## src/rtl/xw_pkg.sv

```systemverilog
// Shared constants and types for the DMA translation table walker.
// Assumes 64-bit registers and table entries.
package xw_pkg;

    localparam int XW_DW = 64;

    // control register fields
    localparam int CTL_EN     = 0;
    localparam int CTL_PG64   = 2;
    localparam int CTL_TSZ_LO = 16;
    localparam int CTL_TSZ_W  = 3;

    // table entry fields
    localparam int ENT_VALID = 63;
    localparam int ENT_BIG   = 61;
    localparam int ENT_WR    = 1;

    // index windows
    localparam int IDX_MIN_W   = 10;
    localparam int IDX8_LO     = 13;
    localparam int IDX64_LO    = 16;
    localparam int N_CODES_8K  = 8;
    localparam int N_CODES_64K = 6;
    localparam int ENT_BYTES   = 8;

    localparam logic [63:0] PG8_MASK    = 64'h0000_0000_0000_1FFF;
    localparam logic [63:0] PG64_MASK   = 64'h0000_0000_0000_FFFF;
    localparam logic [63:0] PHYS8_SEL   = 64'h0000_01FF_FFFF_E000;
    localparam logic [63:0] PHYS64_SEL  = 64'h0000_01FF_FFFF_8000;

    typedef enum logic [1:0] {
        PERM_NONE = 2'b00,
        PERM_RO   = 2'b01,
        PERM_RW   = 2'b11
    } perm_e;

    typedef enum logic [1:0] {
        W_IDLE,
        W_FETCH,
        W_WAIT,
        W_RESP
    } walk_st_e;

endpackage

```

## src/rtl/xw_regs.sv

```systemverilog
// Register file of the walker: control and table base, 64 bits each.
// Word offset 0 in a slot is the upper half for 32-bit accesses, and
// offset 4 is the lower half. Flush and other offsets read zero.
// Assumes single-cycle accesses with read data used in the same cycle.
module xw_regs #(
    parameter int REG_AW = 5
) (
    input  logic              clk,
    input  logic              rst_n,
    input  logic              reg_valid,
    input  logic              reg_write,
    input  logic              reg_wide,
    input  logic [REG_AW-1:0] reg_addr,
    input  logic [63:0]       reg_wdata,
    output logic [63:0]       reg_rdata,
    output logic [63:0]       ctrl_q,
    output logic [63:0]       base_q
);
    localparam int NREG   = 2;
    localparam int SLOT_W = REG_AW - 3;

    logic [SLOT_W-1:0]         slot;
    logic                      upper_half;
    logic                      aligned;
    logic [NREG-1:0][63:0]     regs_w;

    assign slot       = reg_addr[REG_AW-1:3];
    assign upper_half = ~reg_addr[2];
    assign aligned    = (reg_addr[1:0] == 2'b00);

    generate
        for (genvar i = 0; i < NREG; i++) begin : g_reg
            logic        hit;
            logic [63:0] q;
            assign hit = reg_valid && reg_write && aligned && (slot == SLOT_W'(i));
            // update one register from a full, upper or lower write
            always_ff @(posedge clk) begin
                if (!rst_n) begin
                    q <= '0;
                end else if (hit) begin
                    if (upper_half && reg_wide) begin
                        q <= reg_wdata;
                    end else if (upper_half) begin
                        q[63:32] <= reg_wdata[31:0];
                    end else begin
                        q[31:0] <= reg_wdata[31:0];
                    end
                end
            end
            assign regs_w[i] = q;
        end
    endgenerate

    // read mux: select slot and half, zero for anything unmapped
    always_comb begin
        logic [63:0] sel;
        logic        found;
        sel   = '0;
        found = 1'b0;
        for (int i = 0; i < NREG; i++) begin
            if (slot == SLOT_W'(i)) begin
                sel   = regs_w[i];
                found = 1'b1;
            end
        end
        reg_rdata = '0;
        if (reg_valid && !reg_write && aligned && found) begin
            if (upper_half) begin
                reg_rdata = reg_wide ? sel : {32'b0, sel[63:32]};
            end else begin
                reg_rdata = {32'b0, sel[31:0]};
            end
        end
    end

    assign ctrl_q = regs_w[0];
    assign base_q = regs_w[1];

endmodule

```

## src/rtl/xw_index.sv

```systemverilog
// Entry address generator. Picks the index window of the DMA address
// from the page mode and table-size code, and adds eight times the
// index to the table base. Flags a size code with no 64K window.
// Purely combinational; assumes ADDR_W of at least 31.
module xw_index #(
    parameter int ADDR_W = 64
) (
    input  logic [ADDR_W-1:0]               iova,
    input  logic                            pg64,
    input  logic [xw_pkg::CTL_TSZ_W-1:0]    tsz,
    input  logic [63:0]                     base,
    output logic [63:0]                     ent_addr,
    output logic                            size_bad
);
    import xw_pkg::*;

    logic [N_CODES_8K-1:0][63:0]  off8;
    logic [N_CODES_64K-1:0][63:0] off64;
    logic [63:0]                  off;
    logic                         unused_iova;

    assign unused_iova = ^iova;

    generate
        for (genvar c = 0; c < N_CODES_8K; c++) begin : g_w8
            assign off8[c] = 64'(iova[IDX8_LO +: IDX_MIN_W + c]) << $clog2(ENT_BYTES);
        end
        for (genvar c = 0; c < N_CODES_64K; c++) begin : g_w64
            assign off64[c] = 64'(iova[IDX64_LO +: IDX_MIN_W + c]) << $clog2(ENT_BYTES);
        end
    endgenerate

    // window selection by page mode and size code
    always_comb begin
        off      = '0;
        size_bad = 1'b0;
        if (pg64) begin
            size_bad = (int'(tsz) >= N_CODES_64K);
            for (int c = 0; c < N_CODES_64K; c++) begin
                if (tsz == CTL_TSZ_W'(c)) off = off64[c];
            end
        end else begin
            for (int c = 0; c < N_CODES_8K; c++) begin
                if (tsz == CTL_TSZ_W'(c)) off = off8[c];
            end
        end
    end

    assign ent_addr = base + off;

endmodule

```

## src/rtl/xw_entry.sv

```systemverilog
// Entry decoder. Reorders the big-endian memory lanes into an entry
// and produces the physical address, page mask and permission.
// Combinational; the result is used only while a read returns.
module xw_entry #(
    parameter int ADDR_W = 64
) (
    input  logic [63:0]        lanes,
    input  logic [ADDR_W-1:0]  iova,
    output logic [ADDR_W-1:0]  paddr,
    output logic [ADDR_W-1:0]  mask,
    output xw_pkg::perm_e      perm
);
    import xw_pkg::*;

    logic [63:0] ent;
    logic        unused_ent;

    generate
        for (genvar k = 0; k < ENT_BYTES; k++) begin : g_swap
            assign ent[63-8*k -: 8] = lanes[8*k +: 8];
        end
    endgenerate

    assign unused_ent = ^ent;

    // entry checks and address assembly
    always_comb begin
        paddr = '0;
        mask  = '1;
        perm  = PERM_NONE;
        if (ent[ENT_VALID]) begin
            perm = ent[ENT_WR] ? PERM_RW : PERM_RO;
            if (ent[ENT_BIG]) begin
                mask  = ADDR_W'(PG64_MASK);
                paddr = ADDR_W'(ent & PHYS64_SEL) | (iova & ADDR_W'(PG64_MASK));
            end else begin
                mask  = ADDR_W'(PG8_MASK);
                paddr = ADDR_W'(ent & PHYS8_SEL) | (iova & ADDR_W'(PG8_MASK));
            end
        end
    end

endmodule

```

## src/rtl/xw_walk.sv

```systemverilog
// Walk sequencer. Accepts one request and chooses pass-through, an
// early fault or a table fetch. It drives the memory read, holds the
// decoded result until the consumer takes it, then accepts the next.
module xw_walk #(
    parameter int ADDR_W = 64
) (
    input  logic               clk,
    input  logic               rst_n,
    input  logic               req_valid,
    output logic               req_ready,
    input  logic [ADDR_W-1:0]  req_iova,
    input  logic               xl_en,
    input  logic               size_bad,
    input  logic [63:0]        ent_addr,
    output logic               mem_req_valid,
    input  logic               mem_req_ready,
    output logic [ADDR_W-1:0]  mem_req_addr,
    input  logic               mem_rsp_valid,
    output logic [ADDR_W-1:0]  iova_q,
    input  logic [ADDR_W-1:0]  dec_paddr,
    input  logic [ADDR_W-1:0]  dec_mask,
    input  xw_pkg::perm_e      dec_perm,
    output logic               rsp_valid,
    input  logic               rsp_ready,
    output logic [ADDR_W-1:0]  rsp_paddr,
    output logic [ADDR_W-1:0]  rsp_mask,
    output logic [1:0]         rsp_perm
);
    import xw_pkg::*;

    walk_st_e          st;
    logic [ADDR_W-1:0] maddr_q;
    logic [ADDR_W-1:0] paddr_q;
    logic [ADDR_W-1:0] mask_q;
    perm_e             perm_q;

    // state and result registers of the single walk
    always_ff @(posedge clk) begin
        if (!rst_n) begin
            st      <= W_IDLE;
            iova_q  <= '0;
            maddr_q <= '0;
            paddr_q <= '0;
            mask_q  <= '0;
            perm_q  <= PERM_NONE;
        end else begin
            case (st)
                W_IDLE: begin
                    if (req_valid) begin
                        iova_q <= req_iova;
                        if (!xl_en) begin
                            paddr_q <= req_iova;
                            mask_q  <= ADDR_W'(PG8_MASK);
                            perm_q  <= PERM_RW;
                            st      <= W_RESP;
                        end else if (size_bad) begin
                            paddr_q <= '0;
                            mask_q  <= '1;
                            perm_q  <= PERM_NONE;
                            st      <= W_RESP;
                        end else begin
                            maddr_q <= ADDR_W'(ent_addr);
                            st      <= W_FETCH;
                        end
                    end
                end
                W_FETCH: begin
                    if (mem_req_ready) st <= W_WAIT;
                end
                W_WAIT: begin
                    if (mem_rsp_valid) begin
                        paddr_q <= dec_paddr;
                        mask_q  <= dec_mask;
                        perm_q  <= dec_perm;
                        st      <= W_RESP;
                    end
                end
                W_RESP: begin
                    if (rsp_ready) st <= W_IDLE;
                end
                default: st <= W_IDLE;
            endcase
        end
    end

    assign req_ready     = (st == W_IDLE);
    assign mem_req_valid = (st == W_FETCH);
    assign mem_req_addr  = maddr_q;
    assign rsp_valid     = (st == W_RESP);
    assign rsp_paddr     = paddr_q;
    assign rsp_mask      = mask_q;
    assign rsp_perm      = perm_q;

endmodule

```

## src/rtl/dma_xlate_walker.sv

```systemverilog
// Top of the DMA translation table walker: register file, index
// generator, entry decoder and walk sequencer. One walk at a time,
// no entry caching. Control and base are sampled when a request is
// accepted.
module dma_xlate_walker #(
    parameter int ADDR_W = 64,
    parameter int REG_AW = 5
) (
    input  logic              clk,
    input  logic              rst_n,
    input  logic              reg_valid,
    input  logic              reg_write,
    input  logic              reg_wide,
    input  logic [REG_AW-1:0] reg_addr,
    input  logic [63:0]       reg_wdata,
    output logic [63:0]       reg_rdata,
    input  logic              req_valid,
    output logic              req_ready,
    input  logic [ADDR_W-1:0] req_iova,
    output logic              rsp_valid,
    input  logic              rsp_ready,
    output logic [ADDR_W-1:0] rsp_paddr,
    output logic [ADDR_W-1:0] rsp_mask,
    output logic [1:0]        rsp_perm,
    output logic              mem_req_valid,
    input  logic              mem_req_ready,
    output logic [ADDR_W-1:0] mem_req_addr,
    input  logic              mem_rsp_valid,
    input  logic [63:0]       mem_rsp_data
);
    import xw_pkg::*;

    logic [63:0]        ctrl_q;
    logic [63:0]        base_q;
    logic [63:0]        ent_addr;
    logic               size_bad;
    logic [ADDR_W-1:0]  iova_q;
    logic [ADDR_W-1:0]  dec_paddr;
    logic [ADDR_W-1:0]  dec_mask;
    perm_e              dec_perm;
    logic               unused_ctrl;

    assign unused_ctrl = ^ctrl_q;

    xw_regs #(.REG_AW(REG_AW)) u_regs (
        .clk       (clk),
        .rst_n     (rst_n),
        .reg_valid (reg_valid),
        .reg_write (reg_write),
        .reg_wide  (reg_wide),
        .reg_addr  (reg_addr),
        .reg_wdata (reg_wdata),
        .reg_rdata (reg_rdata),
        .ctrl_q    (ctrl_q),
        .base_q    (base_q)
    );

    xw_index #(.ADDR_W(ADDR_W)) u_index (
        .iova     (req_iova),
        .pg64     (ctrl_q[CTL_PG64]),
        .tsz      (ctrl_q[CTL_TSZ_LO +: CTL_TSZ_W]),
        .base     (base_q),
        .ent_addr (ent_addr),
        .size_bad (size_bad)
    );

    xw_entry #(.ADDR_W(ADDR_W)) u_entry (
        .lanes (mem_rsp_data),
        .iova  (iova_q),
        .paddr (dec_paddr),
        .mask  (dec_mask),
        .perm  (dec_perm)
    );

    xw_walk #(.ADDR_W(ADDR_W)) u_walk (
        .clk           (clk),
        .rst_n         (rst_n),
        .req_valid     (req_valid),
        .req_ready     (req_ready),
        .req_iova      (req_iova),
        .xl_en         (ctrl_q[CTL_EN]),
        .size_bad      (size_bad),
        .ent_addr      (ent_addr),
        .mem_req_valid (mem_req_valid),
        .mem_req_ready (mem_req_ready),
        .mem_req_addr  (mem_req_addr),
        .mem_rsp_valid (mem_rsp_valid),
        .iova_q        (iova_q),
        .dec_paddr     (dec_paddr),
        .dec_mask      (dec_mask),
        .dec_perm      (dec_perm),
        .rsp_valid     (rsp_valid),
        .rsp_ready     (rsp_ready),
        .rsp_paddr     (rsp_paddr),
        .rsp_mask      (rsp_mask),
        .rsp_perm      (rsp_perm)
    );

endmodule

```

## config.mk

```make
export PLATFORM = sky130hd
export DESIGN_NAME = dma_xlate_walker
export DESIGN_NICKNAME = d
export VERILOG_FILES = /design/src/rtl/xw_pkg.sv /design/src/rtl/xw_regs.sv /design/src/rtl/xw_index.sv /design/src/rtl/xw_entry.sv /design/src/rtl/xw_walk.sv /design/src/rtl/dma_xlate_walker.sv
export SDC_FILE = /design/constraint.sdc
export NUM_CORES = 1
export LEC_CHECK = 0
export ABC_AREA = 1
export CAP_MARGIN = 20
export CELL_PAD_IN_SITES_DETAIL_PLACEMENT = 1
export CELL_PAD_IN_SITES_GLOBAL_PLACEMENT = 2
export CORE_MARGIN = 2
export CORE_UTILIZATION = 23
export CTS_BUF_LIST = sky130_fd_sc_hd__clkbuf_8
export DETAILED_ROUTE_END_ITERATION = 12
export PLACE_DENSITY = 0.83
export SETUP_SLACK_MARGIN = 0.2
export SLEW_MARGIN = 10
export SYNTH_ARGS = -nofsm -noshare
export SYNTH_HDL_FRONTEND = slang
export SYNTH_SLANG_ARGS = --single-unit
```

## constraint.sdc

```tcl
create_clock -name clk -period 2.6 [get_ports clk]
set_clock_uncertainty 0.1 [all_clocks]
set_input_delay 0.52 -clock clk [delete_from_list [all_inputs] [get_ports clk]]
set_output_delay 0.52 -clock clk [all_outputs]
set_load 0.01 [all_outputs]
```

==> impl_results.rst <==
.. list-table::
   :header-rows: 1

   * - Metric
     - Value
   * - Total wire length after detailed routing
     - 91900 microns
   * - Kind of end point of the critical path
     - register
   * - Area growth, synth to finish
     - 78.4%
   * - Yosys reg bits
     - 279
   * - Fraction of post-synthesis cell area in the top cell type by area
     - 36.1%
   * - Maximum number of pins on one net before global-route repair
     - 79
   * - Final hold violation count
     - 0
   * - # nets final
     - 3257
   * - Area of the multi-input gates
     - 10300 sq um
   * - Number of detailed-routing iterations run before antenna repair
     - 6
   * - Total power divided by cell area
     - 555 nW/um^2
   * - First-pass GRT wire length
     - 130000 microns
   * - Initial standard-cell utilization of the core
     - 23.1%
   * - Sequential element share of the synthesized area
     - 36.1%
   * - Placed Area
     - 22400 sq um
   * - Fill cell total of the finished layout
     - 8012
   * - Number of I/O port buffers
     - 433
   * - Commonest register cell after synthesis
     - sky130_fd_sc_hd__dfxtp_1
   * - Share of cells above drive strength 1
     - 34.9%
   * - Total nets after synthesis
     - 2565
   * - Cell count after synthesis
     - 2337
   * - Maximum clock frequency
     - 0.381 GHz
   * - Yosys warning total
     - 0
   * - Hold-fix buffer count after cts
     - 0
   * - Status
     - finished with violations
   * - Vias post-DR
     - 19500
   * - Required @ worst endpoint
     - 3.08 ns
   * - CTS H-tree depth
     - 2
   * - Worst IR drop on VDD
     - 0.687 mV
   * - Overall routing resource usage
     - 24.6%
   * - Average cell area after synthesis
     - 6.62 sq um
   * - Slew Limit Headroom
     - 47.0%
   * - Mapped Area
     - 15500 sq um
   * - Via count of the first global-routing pass
     - 19800
   * - Most frequent cell after synthesis
     - sky130_fd_sc_hd__nand2_1
   * - Nature of the critical path startpoint
     - register
   * - Biggest fanout along the worst timing path
     - 6
   * - Final Util
     - 41.2%
   * - Count of max-cap constraint violations
     - 0
   * - Number of endpoints failing setup at the final stage
     - 5
   * - Register area
     - 5680 sq um
   * - Die outline area
     - 69300 sq um
   * - Area contributors post-synth
     - sky130_fd_sc_hd__dfxtp_1 36%, sky130_fd_sc_hd__nand2_1 12%, sky130_fd_sc_hd__inv_1 8.1%
   * - I/O pin count
     - 467
   * - Period utilisation layout
     - 101%
   * - DRC Markers
     - 0
   * - Min Clock Period, post-route
     - 2.62 ns
   * - CTS clk-pin slew, worst paths
     - 0.07 ns
   * - Post-route worst setup slack
     - -0.0226 ns
   * - Instance count after placement with tap cells included
     - 3743
   * - Worst min path class
     - input pin to register
   * - Antenna violations before repair
     - 6
   * - Category of the critical setup timing path
     - register to register
   * - Width of the die
     - 263 microns
   * - Hpwl dp
     - 67100 microns
   * - Violations in the final reports
     - setup timing
   * - Number of buffers between clock root and the deepest sink
     - 3
   * - Worst-skew pair later-pin latency
     - 0.69 ns
   * - Total power
     - 15.3 mW
   * - Row count
     - 95
   * - Number of antenna-violating nets in the routed design
     - 0
   * - Grt total ovfl
     - 0
   * - Worst slack on hold paths
     - 0.190 ns
   * - Total CTS buffers
     - 54
   * - Final Instance Count excl. Fillers
     - 3944
   * - Library cells used by synthesis
     - 39
   * - Y dimension of the die
     - 263 microns
   * - Most numerous cell types in the synthesized netlist
     - 489 x sky130_fd_sc_hd__nand2_1, 333 x sky130_fd_sc_hd__inv_1, 279 x sky130_fd_sc_hd__dfxtp_1
   * - Static leakage power
     - 11.7 nW
   * - Post-route cell area
     - 27600 sq um
   * - CTS tree
     - yes
   * - Clock Root Buffer
     - sky130_fd_sc_hd__clkbuf_8
   * - Area of the core
     - 66900 sq um
   * - Detailed-route vias per instance
     - 4.93
   * - Worst EP arrival
     - 3.11 ns
   * - Clock net sink count
     - 279
   * - Unrepaired setup endpoints after global routing
     - true
   * - Placer Congestion
     - 0.973
   * - WL per Instance
     - 23.3 microns
   * - Proportion of synthesized flip-flops having asynchronous set or reset
     - 0%
   * - 1st-iter DRT viols
     - 1146
   * - Cell type with the largest total area after synthesis
     - sky130_fd_sc_hd__dfxtp_1
   * - Worst-margin pin slew
     - 0.790 ns
   * - Count of flip-flops with a built-in enable after synthesis
     - 0
   * - Final count of pins violating max slew
     - 0
## power by group
part / switching, mW / internal, mW
Combinational: 2.92 / 2.34
Clock: 2.19 / 2.66
Sequential: 0.361 / 4.86
## area by class of cell
type / count / area share [%]
antenna: 3 / 0.0272
clock buffer: 68 / 3.39
clock inverter: 27 / 0.812
inverter: 342 / 4.82
multi-input combinational: 1528 / 37.5
sequential: 279 / 20.6
tap: 873 / 3.96
timing repair buffer: 824 / 29.0
## logic make-up after synthesis
| logic type | synth area share (%) |
|---|---|
| fa+ha+maj | 1.83 |
| simple gates | 23.1 |
| xor+xnor | 0.850 |
| flops | 36.1 |
| buf+inv | 14.9 |
| compound gates | 23.2 |
## layer usage
| metal | global-route usage (%) | part of all wire, % |
|---|---|---|
| met5 | 0 | 0.029 |
| met1 | 32.9 | 44 |
| met4 | 7.83 | 3.5 |
| met3 | 3.55 | 5.5 |
| met2 | 40.9 | 47 |
## registers in the layout, summed over array words and instances (netlist names)
name                 cells
u_regs.base_q           64
u_regs.ctrl_q           64
u_walk.iova_q           16
u_walk.mem_req_addr     64
u_walk.rsp_mask          3
u_walk.rsp_paddr        64
u_walk.rsp_perm          2
u_walk.st                2
## worst paths after layout
| kind | start | endpoint | slack [ns] | cells past startpoint |
|---|---|---|---|---|
| hold / removal | rst_n | u_regs.ctrl_q[2]$_SDFFE_PN0P_ | 0.19 | 3 |
| setup / recovery | u_regs.ctrl_q[18]$_SDFFE_PN0P_ | u_walk.mem_req_addr[24]$_SDFFE_PN0P_ | -0.02 | 16 |
| setup reg to reg | u_regs.ctrl_q[18]$_SDFFE_PN0P_ | u_walk.mem_req_addr[24]$_SDFFE_PN0P_ | -0.02 | 16 |
| hold reg to reg | u_walk.rsp_paddr[53]$_SDFFE_PN0P_ | u_walk.rsp_paddr[53]$_SDFFE_PN0P_ | 0.37 | 2 |
## through the flow
step,TNS (ns),worst slack [ns]
after global placement,-78.07,-0.942
after CTS,0,0.000149
after global routing,-2.52,-0.149
after detailed placement,-86.84,-0.974
after floorplan,0,0.204
final,-0.0523,-0.0226
## critical path: stages, from the launching register on
cell,delay (ns)
sky130_fd_sc_hd__dfxtp_2,0.34
sky130_fd_sc_hd__buf_6,0.13
sky130_fd_sc_hd__buf_6,0.12
sky130_fd_sc_hd__nand4_1,0.15
sky130_fd_sc_hd__o32ai_4,0.14
sky130_fd_sc_hd__ha_4,0.34
sky130_fd_sc_hd__nand2_4,0.10
sky130_fd_sc_hd__nor2_4,0.14
sky130_fd_sc_hd__buf_4,0.12
sky130_fd_sc_hd__nand2_1,0.08
sky130_fd_sc_hd__nor2_1,0.13
sky130_fd_sc_hd__nand2_1,0.12
sky130_fd_sc_hd__buf_4,0.16
sky130_fd_sc_hd__nand4_1,0.09
sky130_fd_sc_hd__nand3_2,0.14
sky130_fd_sc_hd__nand2_1,0.09
sky130_fd_sc_hd__inv_1,0.03
## cells in the final DEF, fill, tap and decap left out, types with 13 or more instances in the layout
master,count
sky130_fd_sc_hd__o21ai_0,244
sky130_fd_sc_hd__nand2_2,85
sky130_fd_sc_hd__clkbuf_8,68
sky130_fd_sc_hd__a221oi_2,16
sky130_fd_sc_hd__buf_12,31
sky130_fd_sc_hd__nand3_2,36
sky130_fd_sc_hd__dfxtp_2,39
sky130_fd_sc_hd__nor2_4,37
sky130_fd_sc_hd__nor3_1,20
sky130_fd_sc_hd__a31oi_1,41
sky130_fd_sc_hd__inv_2,76
sky130_fd_sc_hd__nand2_4,45
sky130_fd_sc_hd__buf_2,43
sky130_fd_sc_hd__nand4_1,22
sky130_fd_sc_hd__ha_4,16
sky130_fd_sc_hd__nor2_2,19
sky130_fd_sc_hd__dlygate4sd2_1,45
sky130_fd_sc_hd__clkdlybuf4s50_1,309
sky130_fd_sc_hd__o22ai_4,37
sky130_fd_sc_hd__buf_6,104
sky130_fd_sc_hd__a221oi_4,15
sky130_fd_sc_hd__o21a_1,41
sky130_fd_sc_hd__nand3_4,14
sky130_fd_sc_hd__a21oi_1,175
sky130_fd_sc_hd__a211oi_2,13
sky130_fd_sc_hd__buf_4,269
sky130_fd_sc_hd__nor2_1,111
sky130_fd_sc_hd__inv_1,263
sky130_fd_sc_hd__nand2_1,359
sky130_fd_sc_hd__nand3_1,100
sky130_fd_sc_hd__dfxtp_1,228
sky130_fd_sc_hd__inv_4,14
## repair_timing
| action | 4_1_cts | 5_1_grt |
|---|---|---|
| pin swaps | 111 | 151 |
| gates cloned | 9 | 4 |
| endpoints found under the setup margin | 189 | 111 |
| resized for setup | 767 | 419 |
| buffers inserted | 57 | 33 |
No activity file was read; power rests on OpenSTA's default activity.
